### config.mk
export PLATFORM = sky130hd
export DESIGN_NAME = prio_csma_arbiter
export DESIGN_NICKNAME = d
export VERILOG_FILES = /design/src/rtl/prio_csma_pkg.sv /design/src/rtl/csma_lfsr.sv /design/src/rtl/csma_medium_fsm.sv /design/src/rtl/csma_backoff.sv /design/src/rtl/prio_csma_arbiter.sv
export SDC_FILE = /design/constraint.sdc
export NUM_CORES = 1
export LEC_CHECK = 0
export ABC_CLOCK_PERIOD_IN_PS = 6150
export BUFFER_PORTS_ARGS = -buffer_cell sky130_fd_sc_hd__buf_2
export CAP_MARGIN = 20
export CORE_AREA = 2 2 59 61
export CTS_CLUSTER_SIZE = 16
export DETAILED_ROUTE_END_ITERATION = 8
export DIE_AREA = 0 0 61 63
export GPL_TIMING_DRIVEN = 0
export PLACE_DENSITY = 0.86
export SLEW_MARGIN = 0
export SYNTH_ARGS = -nofsm -noshare
export SYNTH_HDL_FRONTEND = slang
export SYNTH_HIERARCHICAL = 1
export SYNTH_SLANG_ARGS = --single-unit
### constraint.sdc
create_clock -name clk -period 6.15 [get_ports clk]
set_input_delay 1.23 -clock clk [delete_from_list [all_inputs] [get_ports clk]]
set_output_delay 1.23 -clock clk [all_outputs]
set_load 0.03 [all_outputs]
### src/rtl/prio_csma_pkg.sv
package prio_csma_pkg;
  typedef enum logic [1:0] {
    MED_BUSY = 2'd0,
    MED_CIFS = 2'd1,
    MED_GAP  = 2'd2,
    MED_CONT = 2'd3
  } med_state_e;
endpackage

### src/rtl/csma_lfsr.sv
module csma_lfsr #(
  parameter int          W    = 16,
  parameter logic [W-1:0] TAPS = 16'hB400,
  parameter logic [W-1:0] SEED = 16'hACE1
) (
  input  logic         clk,
  input  logic         rst_n,
  output logic [W-1:0] value
);
  always_ff @(posedge clk or negedge rst_n) begin
    if (!rst_n) value <= SEED;
    else if (value[0]) value <= (value >> 1) ^ TAPS;
    else value <= value >> 1;
  end
endmodule

### src/rtl/csma_medium_fsm.sv
module csma_medium_fsm
  import prio_csma_pkg::*;
#(
  parameter int SLOT_CYCLES = 8,
  parameter int LEN_W       = 4
) (
  input  logic             clk,
  input  logic             rst_n,
  input  logic             blocked,
  input  logic [LEN_W-1:0] cifs_len,
  input  logic [LEN_W-1:0] gap_len,
  output med_state_e       state,
  output logic             slot_tick
);
  localparam int SC_W = (SLOT_CYCLES > 1) ? $clog2(SLOT_CYCLES) : 1;

  logic [LEN_W-1:0] phase_cnt;
  logic             phase_last;
  logic [LEN_W-1:0] cur_len;

  // slot timer: a parameter picks a trivial or counting variant
  generate
    if (SLOT_CYCLES == 1) begin : g_unit_slot
      assign slot_tick = (state != MED_BUSY);
    end else begin : g_count_slot
      logic [SC_W-1:0] slot_cnt;
      always_ff @(posedge clk or negedge rst_n) begin
        if (!rst_n) slot_cnt <= '0;
        else if (blocked || state == MED_BUSY) slot_cnt <= '0;
        else if (slot_cnt == SC_W'(SLOT_CYCLES - 1)) slot_cnt <= '0;
        else slot_cnt <= slot_cnt + 1'b1;
      end
      assign slot_tick = (state != MED_BUSY) && (slot_cnt == SC_W'(SLOT_CYCLES - 1));
    end
  endgenerate

  assign cur_len    = (state == MED_CIFS) ? cifs_len : gap_len;
  assign phase_last = ({1'b0, phase_cnt} + 1'b1) >= {1'b0, cur_len};

  always_ff @(posedge clk or negedge rst_n) begin
    if (!rst_n) begin
      state     <= MED_BUSY;
      phase_cnt <= '0;
    end else if (blocked) begin
      state     <= MED_BUSY;
      phase_cnt <= '0;
    end else begin
      unique case (state)
        MED_BUSY: begin
          state     <= MED_CIFS;
          phase_cnt <= '0;
        end
        MED_CIFS, MED_GAP: begin
          if (slot_tick) begin
            if (phase_last) begin
              state     <= (state == MED_CIFS) ? MED_GAP : MED_CONT;
              phase_cnt <= '0;
            end else begin
              phase_cnt <= phase_cnt + 1'b1;
            end
          end
        end
        default: phase_cnt <= '0;
      endcase
    end
  end
endmodule

### src/rtl/csma_backoff.sv
module csma_backoff #(
  parameter int BO_W = 8
) (
  input  logic            clk,
  input  logic            rst_n,
  input  logic            load,
  input  logic [BO_W-1:0] load_val,
  input  logic            step,
  output logic [BO_W-1:0] count,
  output logic            zero
);
  always_ff @(posedge clk or negedge rst_n) begin
    if (!rst_n) count <= '0;
    else if (load) count <= load_val;
    else if (step && count != '0) count <= count - 1'b1;
  end
  assign zero = (count == '0);
endmodule

### src/rtl/prio_csma_arbiter.sv
module prio_csma_arbiter
  import prio_csma_pkg::*;
#(
  parameter int SLOT_CYCLES = 8,
  parameter int PRIO_W      = 4,
  parameter int LEN_W       = 4,
  parameter int BO_W        = 8,
  parameter int RND_W       = 16
) (
  input  logic              clk,
  input  logic              rst_n,
  input  logic              carrier_sense,
  input  logic              vt_mode,
  input  logic [PRIO_W-1:0] prio_thresh,
  input  logic [LEN_W-1:0]  cifs_slots,
  input  logic [LEN_W-1:0]  gap_slots,
  input  logic [BO_W-1:0]   cw_mask,
  input  logic              req_valid,
  input  logic [PRIO_W-1:0] req_prio,
  output logic              req_ready,
  output logic              tx_grant
);
  logic             blocked;
  med_state_e       med_state;
  logic             slot_tick;
  logic [RND_W-1:0] rnd;
  logic             held_q;
  logic             hi_q;
  logic             accept;
  logic             eligible;
  logic             grant_d;
  logic [BO_W-1:0]  bo_count;
  logic             bo_zero;

  assign blocked = carrier_sense | vt_mode;

  csma_medium_fsm #(.SLOT_CYCLES(SLOT_CYCLES), .LEN_W(LEN_W)) u_medium (
    .clk       (clk),
    .rst_n     (rst_n),
    .blocked   (blocked),
    .cifs_len  (cifs_slots),
    .gap_len   (gap_slots),
    .state     (med_state),
    .slot_tick (slot_tick)
  );

  csma_lfsr #(.W(RND_W)) u_rand (
    .clk   (clk),
    .rst_n (rst_n),
    .value (rnd)
  );

  assign accept   = req_valid && !held_q;
  assign eligible = held_q && ((med_state == MED_GAP && hi_q) || med_state == MED_CONT);
  assign grant_d  = eligible && bo_zero && !blocked && req_valid;

  csma_backoff #(.BO_W(BO_W)) u_backoff (
    .clk      (clk),
    .rst_n    (rst_n),
    .load     (accept),
    .load_val (rnd[BO_W-1:0] & cw_mask),
    .step     (slot_tick && eligible && !blocked),
    .count    (bo_count),
    .zero     (bo_zero)
  );

  always_ff @(posedge clk or negedge rst_n) begin
    if (!rst_n) begin
      held_q   <= 1'b0;
      hi_q     <= 1'b0;
      tx_grant <= 1'b0;
    end else begin
      tx_grant <= grant_d;
      if (grant_d || (held_q && !req_valid)) begin
        held_q <= 1'b0;
      end else if (accept) begin
        held_q <= 1'b1;
        hi_q   <= (req_prio >= prio_thresh);
      end
    end
  end

  assign req_ready = !held_q;
endmodule

==> flow_summary.yaml, run 1 <==
power_and_ir_drop:
  p_per_area_mw_per_mm2: 235.0
  p_leak_uw: 0.001063
  peakVddDrop_mv: 0.1795
  p_total_uw: 506.9
worst_setup_path:
  slowest_delay_ns: 0.46
  crit_slowest_cell: "or3b_1"
  cp.arrival_ns: 2.97
  critical_path_class: "input port to register"
  cp.required_ns: 6.39
  cp_max_fo: 7
  reg2regPathDepth: 10
  worstPathCellList: "buf_2, or2_4, nor2_2, and2_2, or3b_1, o311a_1, a221o_1"
  crit_path_start_kind: "input port"
  crit_path_end_kind: "register"
layout:
  fillers: 255
  antenna_cells: 0
  synthToLayoutAreaGrowth_pct: 15.39
  fin_nets: 247
  drive_gt1_share_pct: 29.41
  final_cell_mix: "buf_2, dfrtp_1, ha_1"
  final_common_cell: "buf_2"
sta:
  fin_crit_ns: 2.729
  fin_crit_sh_pct: 44.37
  finalSetupTns_ns: 0
  maxSlewHeadroom_pct: 46.32
  fin_skew_ns: 0.01200
  fmax_mhz: 366.4
  drv_slew: 0
  worst_slew_pin_slew_ns: 0.7979
  rsz0062_at_grt: "no"
  hold_viol: 0
  setup_violations: 0
route:
  via_count: 1432
  drtIter0Drc: 29
  routedWlPerCell_um: 14.55
  viasPerCell: 5.728
  ant_nets: 0
  firstDrtPassIters: 5
  routed_wl_um: 3638
  route.detailed.drc: 0
yosys:
  syn_area_mm2: 0.001869
  ys_seq_area_share_pct: 48.73
  synthArstFlopShare_pct: 100.0
  syn_area_per_cell_um2: 11.26
  syn_inst: 166
  yosys_warnings: 6
  synth_top_area_cell: "dfrtp_1"
  synth_ff_type: "dfrtp_1"
  yosysTopAreaCellShare_pct: 37.48
  ys_types: 56
  synth_edf_count: 0
  syn-num-nets: 210
  ys_ff_latch: 36
  ys_top_cells_by_area: "dfrtp_1, dfstp_2, ha_1"
clock_network:
  postCtsHoldBufs: 0
  insertion_delay_ns: 0.35
  numCtsBuffers: 5
  path_clk_slew_ns: 0.11
  cts_root_buffer: "clkbuf_4"
  cts-resized-gates: 0
  clk_path_buf_depth: 2
  numClockSinks: 36
  htree_levels: 2
  cts_setup_buffers: 0
  cts_tree: "done"
grt:
  grt_pass1_vias: 1422
  grt_remaining_overflow: 0
  grt_pass1_wl_um: 6161
  antenna_found_initial: 0
  grt_max_degree: 37
  grt_use_total_pct: 21.86
floorplanning:
  initial_core_util_pct: 57.84
  dieArea_mm2: 0.003843
  dieWidth_um: 61
  placementRows: 21
  core-area_mm2: 0.003232
  die_h_um: 63
  ios: 31
place:
  port_buffers: 30
  place.detailed.hpwl_um: 2789
  place.gp.congestion: 0.7836
flow_run:
  maxCapViolCount: 0
min_path:
  min_path_cells: 0
  min_path_type: "register to register"
outcome:
  status: "finished clean"
stage by stage:
stage / utilization [%] / instances / setup slack [ns] / hold slack [ns] / area (um2)
global placement: 64.27 / 242 / 3.093 / 0.3330 / 2077
finish: 66.74 / 250 / 3.421 / 0.3664 / 2157
detailed placement: 64.27 / 242 / 3.054 / 0.3431 / 2077
CTS: 66.74 / 250 / 3.441 / 0.3712 / 2157
global route: 66.74 / 250 / 3.326 / 0.3748 / 2157
floorplan: - / 166 / 3.281 / 0.3312 / 1869
cell families after synthesis:
logic type               synth area share (%)
multiplexers                            3.347
flip-flops                              48.73
AND/OR/NAND/NOR                         18.27
buffers and inverters                   2.677
AO/OA/AOI/OAI                           14.59
XOR/XNOR                                2.343
adder cells (fa/ha/maj)                 10.04
metal layers:
metal / part of all wire, % / GRT usage, % / vias up
met4: 2.9 / 11.96 / 0
met1: 43 / 26.94 / 696
met3: 4.4 / 6.004 / 14
met5: 0 / 0 / -
li1: - / - / 682
met2: 49 / 33.87 / 40
cell type report:
| cell class | count | area [um2] | area share, % |
|---|---|---|---|
| clock buffers | 5 | 37.54 | 1.740 |
| multi-input cells | 117 | 908.4 | 42.11 |
| plain buffers | 3 | 12.51 | 0.5800 |
| clock inverters | 3 | 42.54 | 1.972 |
| inverters | 10 | 37.54 | 1.740 |
| flip-flops and latches | 36 | 910.9 | 42.23 |
| well taps | 46 | 57.56 | 2.668 |
| repair buffers | 30 | 150.1 | 6.961 |
synth_stat cells, drive strengths merged (4+ instances only):
cell    number
dfrtp       28
ha          15
and2         9
inv          9
o21ai        9
dfstp        8
nor2         8
nand2        6
mux2i        4
nand2b       4
nor3         4
nor3b        4
xor2         4
worst paths after layout:
path	end	slack [ns]	startpoint
max	u_backoff/count[7]$_DFFE_PN0P_	3.42	vt_mode
min	u_rand/value[11]$_DFF_PN1_	0.37	u_rand/value[12]$_DFF_PN0_
max reg2reg	u_medium/phase_cnt[2]$_DFFE_PN0P_	3.54	u_medium/state[1]$_DFFE_PN0P_
min reg2reg	u_rand/value[11]$_DFF_PN1_	0.37	u_rand/value[12]$_DFF_PN0_
max in group asynchronous	u_medium/phase_cnt[0]$_DFFE_PN0P_	4.71	rst_n
min in group asynchronous	u_backoff/count[4]$_DFFE_PN0P_	0.94	rst_n
registers in the layout (all words and copies together), names as in the netlist:
signal	count
u_rand/value	16
u_backoff/count	8
u_medium/phase_cnt	4
u_medium/g_count_slot.slot_cnt	3
u_medium/state	2
held_q	1
hi_q	1
tx_grant	1
critical path: cells and delay by family:
family / cells / cell delay [ns]
simple gates: 4 / 1.07
compound gates: 2 / 0.57
buf+inv: 1 / 0.09
report_power, final:
group          switching (uW)  total (uW)  internal, uW
Combinational            50.0        88.6          38.6
Clock                    80.0         165          84.6
Sequential               9.14         254           245
Note: power is estimated with default switching activity, not from simulation.
==> run 2, diff against run 1 <==
ABC_CLOCK_PERIOD_IN_PS = 2650   (was 6150)
CORE_AREA = 2 2 62 64   (was 2 2 59 61)
DIE_AREA = 0 0 64 66   (was 0 0 61 63)
PLACE_DENSITY = 0.79   (was 0.86)
clock period = 2.65 ns   (was 6.15 ns; I/O delays follow)
==> run 2 against run 1 <==
Critical path type is now register to register. Flip-flop and latch count did not move. Critical path depth rose by 2. Highest routed layer unchanged. Clock skew rose by 0.0038 ns. Critical endpoint is now u_medium/state[0]$_DFFE_PN0P_. Setup slack got worse by 3.2 ns.
==> flow_summary.yaml, run 2 (synthesis gave the netlist of run 1 again) <==
floorplanning:
  dieArea_mm2: 0.004224
  ios: 31
  initial_core_util_pct: 52.64
  die_h_um: 66
  placementRows: 22
  core-area_mm2: 0.003551
  dieWidth_um: 64
layout:
  drive_gt1_share_pct: 29.56
  fin_nets: 246
  final_common_cell: "buf_2"
  largest_reg_flops: 16
  fin_cells: 251
  final_area_mm2: 0.002140
  final_cell_mix: "buf_2, dfrtp_1, ha_1"
  synthToLayoutAreaGrowth_pct: 14.46
  fillers: 290
  antenna_cells: 0
  largest_register: "u_rand/value"
  largestRegisters: "u_rand/value x16, u_backoff/count x8, u_medium/phase_cnt x4"
place:
  place.detailed.hpwl_um: 2863
  port_buffers: 30
  placed_cell_area_mm2: 0.002079
  place.gp.congestion: 0.7872
  dpl.cell_count: 244
worst_setup_path:
  critical_path_class: "register to register"
  reg2regPathDepth: 9
  cp.required_ns: 2.87
  cp.arrival_ns: 2.67
  timing.rr.end: "u_medium/state[0]$_DFFE_PN0P_"
  rr_startpoint: "u_medium/state[1]$_DFFE_PN0P_"
  slowest_delay_ns: 0.43
  worstPathCellList: "inv_1, ha_2, mux2_2, ha_1, nand2b_1, a211oi_1, o21ai_2, o21ai_1, a32o_1"
  crit_slowest_cell: "dfrtp_1"
  crit_path_end_kind: "register"
  cp_max_fo: 8
  regToRegSetupSlack_ns: 0.20
  crit_path_start_kind: "register"
route:
  routedWlPerCell_um: 15.00
  route.detailed.drc: 0
  viasPerCell: 5.566
  via_count: 1397
  routed_wl_um: 3765
  drtIter0Drc: 100
  firstDrtPassIters: 4
  ant_nets: 0
power_and_ir_drop:
  peakVddDrop_mv: 0.2771
  p_per_area_mw_per_mm2: 513.2
  p_leak_uw: 0.001052
clock_network:
  insertion_delay_ns: 0.34
  htree_levels: 2
  numClockSinks: 36
  cts_root_buffer: "clkbuf_4"
  cts_tree: "done"
  cts_setup_buffers: 0
  numCtsBuffers: 5
  path_clk_slew_ns: 0.11
  clk_path_buf_depth: 2
grt:
  grt_use_total_pct: 20.62
  grt_pass1_vias: 1503
  grt_pass1_wl_um: 6679
  grt_remaining_overflow: 0
  antenna_found_initial: 0
  grt_max_degree: 37
sta:
  finalSetupTns_ns: 0
  drv_slew: 0
  fmax_mhz: 408.5
  setup_violations: 0
  hold_viol: 0
  fin_crit_sh_pct: 92.37
  fin_crit_ns: 2.448
  worst_slew_pin_slew_ns: 0.8031
  rsz0062_at_grt: "no"
  maxSlewHeadroom_pct: 46.46
  fin_skew_ns: 0.01585
flow_run:
  maxCapViolCount: 0
min_path:
  min_path_type: "input port to asynchronous set/reset pin"
outcome:
  status: "finished clean"
run 2: per-stage QoR:
step	hold slack, ns	power (uW)	setup slack [ns]	util [%]
2_1_floorplan	0.2344	734.6	0.3115	-
3_3_place_gp	0.3392	784.6	0.1530	58.56
3_5_place_dp	0.3410	804.8	0.01183	58.56
4_1_cts	0.2746	1107	0.09479	60.11
5_1_grt	0.3007	1164	0.06983	60.25
6_report	0.2648	1098	0.2023	60.25
run 2: worst max-delay path: cells and delay by family (launching register included):
kind | cells | cell delay (ns)
AO/OA/AOI/OAI | 4 | 0.79
AND/OR/NAND/NOR | 1 | 0.11
flip-flops | 1 | 0.43
buffers and inverters | 1 | 0.10
adder cells (fa/ha/maj) | 2 | 0.55
multiplexers | 1 | 0.36
run 2: timing repair:
item,4_1_cts,5_1_grt
setup endpoints to repair,3,4
pin swaps,0,1
resized for setup,0,2
gates cloned,0,0
hold buffers,0,0
run 2: area by class of cell:
cell class | instances | area, um2 | share of cell area (%)
plain buffers | 2 | 8.758 | 0.4094
clock buffers | 8 | 58.81 | 2.749
inverters | 10 | 37.54 | 1.754
multi-input cells | 117 | 913.4 | 42.69
flip-flops and latches | 36 | 910.9 | 42.57
well taps | 48 | 60.06 | 2.807
repair buffers | 30 | 150.1 | 7.018
run 2: where the power goes:
group	internal [uW]	leakage, uW	switching [uW]
logic	91.7	0.000557	117
registers	567	0.000463	21.0
clock network	131	0.0000326	170
total	790	0.00105	308
run 2: metal layers:
layer | GRT usage [%] | share of wire (%)
met1 | 25.47 | 44
met2 | 33.98 | 51
met3 | 5.451 | 3.5
met4 | 8.967 | 1.9
met5 | 0 | 0
run 2: how the worst max path moves through the flow:
| stage | slack, ns | start | to |
|---|---|---|---|
| CTS | 0.09 | u_medium/state[1]$_DFFE_PN0P_ | u_medium/phase_cnt[2]$_DFFE_PN0P_ |
| global placement | 0.15 | u_medium/state[1]$_DFFE_PN0P_ | u_medium/phase_cnt[2]$_DFFE_PN0P_ |
| detailed placement | 0.01 | u_medium/state[1]$_DFFE_PN0P_ | u_medium/phase_cnt[2]$_DFFE_PN0P_ |
| finish | 0.20 | u_medium/state[1]$_DFFE_PN0P_ | u_medium/state[0]$_DFFE_PN0P_ |
| global route | 0.07 | u_medium/state[1]$_DFFE_PN0P_ | u_medium/state[0]$_DFFE_PN0P_ |
| floorplan | 0.31 | u_medium/state[1]$_DFFE_PN0P_ | u_medium/phase_cnt[2]$_DFFE_PN0P_ |
